$ cat src/rtl/gpio_regblk_pkg.sv
package gpio_regblk_pkg;
    localparam int DATA_W = 32;
    localparam int ADDR_W = 8;
    localparam int IRQ_N  = 9;

    typedef enum logic [ADDR_W-1:0] {
        OFS_LEVEL   = 8'h00,
        OFS_DIR     = 8'h04,
        OFS_SET     = 8'h08,
        OFS_CLR     = 8'h0C,
        OFS_RISE    = 8'h10,
        OFS_FALL    = 8'h14,
        OFS_EDGE_ST = 8'h18,
        OFS_SCRATCH = 8'h20
    } gpio_ofs_e;

    typedef struct packed {
        logic level_rd;
        logic dir_rd;
        logic scr_rd;
        logic dir_wr;
        logic set_wr;
        logic clr_wr;
        logic scr_wr;
    } gpio_dec_t;

    function automatic logic overlap(input logic [DATA_W-1:0] d,
                                     input logic [DATA_W-1:0] dir);
        return |(d & dir);
    endfunction
endpackage

$ cat src/rtl/gpio_addr_dec.sv
module gpio_addr_dec
    import gpio_regblk_pkg::*;
(
    input  logic              req,
    input  logic              we,
    input  logic [ADDR_W-1:0] addr,
    output gpio_dec_t         dec
);
    always_comb begin
        dec = '0;
        if (req) begin
            unique case (addr)
                OFS_LEVEL:   dec.level_rd = !we;
                OFS_DIR:     begin dec.dir_rd = !we; dec.dir_wr = we; end
                OFS_SET:     dec.set_wr = we;
                OFS_CLR:     dec.clr_wr = we;
                OFS_SCRATCH: begin dec.scr_rd = !we; dec.scr_wr = we; end
                default:     ;
            endcase
        end
    end
endmodule

$ cat src/rtl/gpio_level_reg.sv
module gpio_level_reg
    import gpio_regblk_pkg::*;
(
    input  logic              clk,
    input  logic              rst,
    input  logic              set_wr,
    input  logic              clr_wr,
    input  logic [DATA_W-1:0] wdata,
    input  logic [DATA_W-1:0] dir_q,
    output logic [DATA_W-1:0] level_q
);
    logic gate_ok;
    assign gate_ok = overlap(wdata, dir_q);

    always_ff @(posedge clk) begin
        if (rst)
            level_q <= '0;
        else if (set_wr && gate_ok)
            level_q <= level_q | wdata;
        else if (clr_wr && gate_ok)
            level_q <= level_q & ~wdata;
    end

    p_set_dropped_r4: assert property (@(posedge clk) disable iff (rst)
        (set_wr && ((wdata & dir_q) == '0)) |=> $stable(level_q));
    p_clr_dropped_r5: assert property (@(posedge clk) disable iff (rst)
        (clr_wr && ((wdata & dir_q) == '0)) |=> $stable(level_q));
    p_set_whole_word_r6: assert property (@(posedge clk) disable iff (rst)
        (set_wr && ((wdata & dir_q) != '0)) |=> ((level_q & $past(wdata)) == $past(wdata)));
    p_clr_whole_word_r6: assert property (@(posedge clk) disable iff (rst)
        (clr_wr && ((wdata & dir_q) != '0)) |=> ((level_q & $past(wdata)) == '0));
endmodule

$ cat src/rtl/gpio_regblk.sv
module gpio_regblk
    import gpio_regblk_pkg::*;
(
    input  logic              clk,
    input  logic              rst,
    input  logic              req,
    input  logic              we,
    input  logic [7:0]        addr,
    input  logic [31:0]       wr_data,
    output logic [31:0]       rd_data,
    output logic [31:0]       pin_out,
    output logic [31:0]       pin_oe,
    output logic [8:0]        irq
);
    gpio_dec_t         dec;
    logic [DATA_W-1:0] dir_q, level_q, scr_q, rd_next;

    gpio_addr_dec u_dec (.req(req), .we(we), .addr(addr), .dec(dec));

    gpio_level_reg u_level (
        .clk(clk), .rst(rst), .set_wr(dec.set_wr), .clr_wr(dec.clr_wr),
        .wdata(wr_data), .dir_q(dir_q), .level_q(level_q)
    );

    always_ff @(posedge clk) begin
        if (rst) begin
            dir_q <= '0;
            scr_q <= '0;
        end else begin
            if (dec.dir_wr) dir_q <= wr_data;
            if (dec.scr_wr) scr_q <= wr_data;
        end
    end

    always_comb begin
        rd_next = '0;
        if (dec.level_rd) rd_next = level_q;
        if (dec.dir_rd)   rd_next = dir_q;
        if (dec.scr_rd)   rd_next = scr_q;
    end

    always_ff @(posedge clk) begin
        if (rst)
            rd_data <= '0;
        else if (req && !we)
            rd_data <= rd_next;
    end

    assign pin_out = level_q;
    assign pin_oe  = dir_q;
    assign irq     = '0;

    p_irq_quiet_r10: assert property (@(posedge clk) disable iff (rst) irq == '0);
    p_pins_follow_r9: assert property (@(posedge clk) disable iff (rst) pin_out == level_q);
    p_dir_load_r3: assert property (@(posedge clk) disable iff (rst)
        (req && we && addr == 8'h04) |=> (pin_oe == $past(wr_data)));
    p_ignored_wr_r8: assert property (@(posedge clk) disable iff (rst)
        (req && we && (addr == 8'h10 || addr == 8'h14 || addr == 8'h18))
        |=> ($stable(pin_out) && $stable(pin_oe)));
    p_bad_read_zero_r8: assert property (@(posedge clk) disable iff (rst)
        (req && !we && addr != 8'h00 && addr != 8'h04 && addr != 8'h20) |=> rd_data == '0);
endmodule

$ cat config.mk
export PLATFORM = sky130hd
export DESIGN_NAME = gpio_regblk
export DESIGN_NICKNAME = d
export VERILOG_FILES = /design/src/rtl/gpio_regblk_pkg.sv /design/src/rtl/gpio_addr_dec.sv /design/src/rtl/gpio_level_reg.sv /design/src/rtl/gpio_regblk.sv
export SDC_FILE = /design/constraint.sdc
export NUM_CORES = 1
export LEC_CHECK = 0
export ABC_AREA = 1
export CAP_MARGIN = 15
export CORE_MARGIN = 5
export CORE_UTILIZATION = 57
export DETAILED_ROUTE_END_ITERATION = 12
export DONT_BUFFER_PORTS = 1
export PLACE_DENSITY = 0.73
export SYNTH_ARGS = -nofsm -noshare
export SYNTH_HDL_FRONTEND = slang
export SYNTH_HIERARCHICAL = 1
export SYNTH_SLANG_ARGS = --single-unit
export TNS_END_PERCENT = 10
$ cat constraint.sdc
create_clock -name clk -period 1.8 [get_ports clk]
set_input_delay 0.54 -clock clk [delete_from_list [all_inputs] [get_ports clk]]
set_output_delay 0.54 -clock clk [all_outputs]
set_load 0.05 [all_outputs]
* Word level (Yosys, flattened, before mapping)
Cells that the tools add are included.
** Operators by class
- Eq/ne operators :: 4
- Shifts and indexed selects :: 0
- Reduce and logical (&&, ||, !) cells :: 7
- Add/subtract/negate cells :: 0
- Multiplexer cells :: 13
- Bitwise logic cells :: 4
- Divide/modulo/power cells :: 0
- Magnitude comparators :: 0
- $mul :: 0
** Operators with widths (number)
- 32-bit 2-to-1 mux :: 5
- 32-bit AND :: 2
- 32-bit NOT :: 1
- 32-bit OR :: 1
- 32-bit OR reduction :: 1
- 8-bit by 4-bit equality test with 1-bit output (second input constant) :: 2
- 8-bit by 3-bit equality test with 1-bit output (second input constant) :: 1
- 8-bit by 6-bit equality test with 1-bit output (second input constant) :: 1
- 8-bit logical NOT :: 1
- 1-bit 2-to-1 mux :: 7
- 7-bit 2-to-1 mux :: 1
- 1-bit logical AND :: 3
- 2-bit nonzero test :: 1
- 1-bit logical NOT :: 1
** Storage, ports and cells
- Memory bits (read-only) :: 0
- Bits in registers :: 128
- Memory bits (writable) :: 0
- Latch bits :: 0
- Input port bits :: 44
- Memories kept :: 0
- Output and inout port bits :: 105
- Word-level logic and storage cells :: 32

* Longest topological paths before layout
- Depth in word-level cells :: 6
- Gate-level depth with buffers :: 12
- Mapped depth without buffers :: 10

* Cells and area by module
Netlist, hierarchy kept.
** Modules (own cells, without submodules)
- gpio_regblk :: cells each 608, area each 4369.2 µm², sequential area each 1921.8 µm², instances 1
- gpio_level_reg :: cells each 241, area each 1590.3 µm², sequential area each 640.6 µm², instances 1
- gpio_addr_dec :: cells each 38, area each 156.4 µm², sequential area each 0.0 µm², instances 1

* Least setup slack after synthesis
No wires, ideal clock.
- Kind :: input to register
- From :: in addr[6]
- To :: reg with a tool-made name
- Stages :: 12
- Data arrival time :: 1718 ps
- Data required time :: 1668 ps
- Slack :: -50 ps
- Buffers on the path :: 3
- Library setup time :: 132 ps
- Cells stage by stage :: inv_1 -> nand2_2 -> nor2_2 -> nand2_1 -> nor2_1 -> clkbuf_1 -> or2_1 -> clkbuf_1 -> buf_2 -> nand3_1 -> nand2_1 -> a21oi_1
** RTL lines
- start, declared :: line gpio_regblk.sv:8 : input logic [7:0] addr,

==> metrics.cfg <==
[status]
status = finished clean

[placement]
dp_slack_ps = -21.7
gp_congestion = 0.819
post-dp-hpwl_mm = 11.5
dpl_cell_area_um2 = 6310
portBuffers = 0

[finish]
stdcell_area_um2 = 6980
diodes = 0
fillCellCount = 917
nets = 934
syn_to_final_growth_pct = 14.1
drive_above_1_share_pct = 15.3

[floorplanning]
die_w_um = 114
pin_count = 149
start_util_pct = 58.7
core_um2 = 10400
die-area_um2 = 12900
num_rows = 37
die_height_um = 114

[sta]
tns_ps = 0
finalMaxSlewViolations = 0
finalCritPeriodShare_pct = 97.5
setup_viol = 0
max_freq_mhz = 570
setup_slack_ps = 44.9
tightest_slew_ps = 635
max-slew-margin-rel_pct = 57.6
hold_violations = 0
fin_crit_ps = 1760
rsz0062_at_grt = false
skew_ps = 10.4

[flow_run]
drv_cap = 0

[critical_path]
r2r_cells = 10
cp_max_fo = 3
path_class = reg -> out
end_kind = output pin
r2r_slack_ps = 320
start_kind = flip-flop
arrival_ps = 1220
cp.required_ps = 1260
regToRegStartpoint = pin_oe[21]$_SDFFE_PP0P_

[min_path]
hold_end = rd_data[21]$_SDFFE_PP0P_
hp-start = rst
hold_depth = 1
min_path_type = in -> reg

[clock_tree]
cts_tree = yes
cts.htree.levels = 4
cts_hold_buf = 0
cts_setup_buffers = 0
ctsRootBufferMaster = clkbuf_8
cts.sinks = 128
cts_buffer_depth = 2
cts_made_buffers = 17
cts_resized = 0
path_clk_slew_ps = 60
clock_latency_ps = 520

[routing]
ant_nets = 0
routed-via-count = 5949
drt_first_pass_iters = 6
route.detailed.wl_per_inst_um = 17.2
drc = 0
routed_wl_mm = 17.8
drt_iter0_drc = 556
vias_per_cell = 5.73

[grt]
antenna_found_initial = 0
gr-total-overflow = 0
grt_pass1_vias = 5802
track_usage_pct = 27.7
grt_max_degree = 129
grt_pass1_wl_mm = 28.9

[synth]
synth-seq-cells = 128
netlist_area_um2 = 6120
ys_warn_count = 6
synth_cells = 887
avgSynthCellArea_um2 = 6.90
synth.distinct_cells = 21
synth_seq_area_share_pct = 41.9

[power]
power_density_nw_per_um2 = 972
total_leakage_power_nw = 2.66
vdd_ir_drop_max_mv = 0.569

## kinds of logic (layout without fill, tap and decap cells)
group,Yosys count,count (layout),share of synthesized area [%]
compound gates,160,160,14.9
buf+inv,91,99,9.19
flops,128,128,41.9
simple gates,507,507,33.9
other cells,1,9,0.0613
## layer usage
layer | track usage (%) | part of all wire [%] | up-vias
met5 | 0 | 0 | -
met4 | 10.0 | 1.9 | 0
met3 | 8.38 | 11 | 40
met2 | 44.4 | 48 | 320
met1 | 35.3 | 40 | 2730
li1 | - | - | 2859
## synth_stat cells
library cell	count	area, um2
nand2_1	317	1190
a21oi_1	130	651
dfxtp_1	128	2560
nand3_1	93	465
nor2_1	83	312
buf_2	37	185
a21oi_2	30	263
buf_6	15	169
buf_4	12	90.1
inv_1	9	33.8
clkbuf_1	6	22.5
inv_2	6	22.5
nor2_2	5	31.3
nand3_2	4	40.0
buf_1	3	11.3
nand2_2	3	18.8
inv_4	2	12.5
buf_8	1	15.0
conb_1	1	3.75
nand2_4	1	11.3
or2_1	1	6.26
## power breakdown
group | switching (mW) | leakage (nW) | internal (mW)
logic | 0.103 | 1.31 | 0.0306
registers | 0.00140 | 1.03 | 2.84
clock network | 1.24 | 0.324 | 2.57
total | 1.34 | 2.66 | 5.44
## how the worst max path moves through the flow
stage	endpoint	slack [ps]	start	cells after the start
finish	pin_out[17]	40	flip-flop	0
global route	pin_out[7]	10	flip-flop	0
CTS	pin_out[17]	30	flip-flop	0
detailed placement	pin_oe[24]$_SDFFE_PP0P_	-20	addr[0]	9
global placement	flip-flop	80	addr[6]	10
floorplan	flip-flop	20	addr[6]	12
## placed cells by master (no fill, tap or decap)
| cell type | n |
|---|---|
| a21oi_1 | 130 |
| nand3_2 | 4 |
| bufinv_16 | 5 |
| a21oi_2 | 30 |
| inv_4 | 2 |
| conb_1 | 9 |
| nand2_4 | 1 |
| nand3_1 | 93 |
| buf_12 | 6 |
| nor2_4 | 5 |
| nand2_1 | 317 |
| buf_4 | 44 |
| inv_2 | 6 |
| nand2_2 | 3 |
| or2_1 | 1 |
| dfxtp_1 | 128 |
| clkbuf_16 | 16 |
| clkinv_4 | 1 |
| nor2_1 | 77 |
| nor2_2 | 6 |
| clkinv_2 | 2 |
| clkbuf_1 | 1 |
| clkbuf_8 | 6 |
| clkinvlp_4 | 1 |
| inv_1 | 9 |
## stage by stage
stage / hold slack, ps / power [mW] / instances / utilization, %
after floorplan: 439 / 3.07 / 895 / -
after global placement: 443 / 3.03 / 1007 / 60.6
after detailed placement: 448 / 3.03 / 1007 / 60.6
after CTS: 70.4 / 6.80 / 1039 / 67.0
after global routing: 61.1 / 6.97 / 1039 / 67.0
final: 82.7 / 6.78 / 1039 / 67.0
## layout make-up
type	count	area, um2	area share, %
clock buffers	23	487	6.98
multi-input cells	676	3060	43.9
repair buffers	50	450	6.46
clock inverters	9	176	2.53
inverters	17	68.8	0.986
well taps	136	170	2.44
flip-flops and latches	128	2560	36.7
Note: power is estimated with default switching activity, not from simulation.
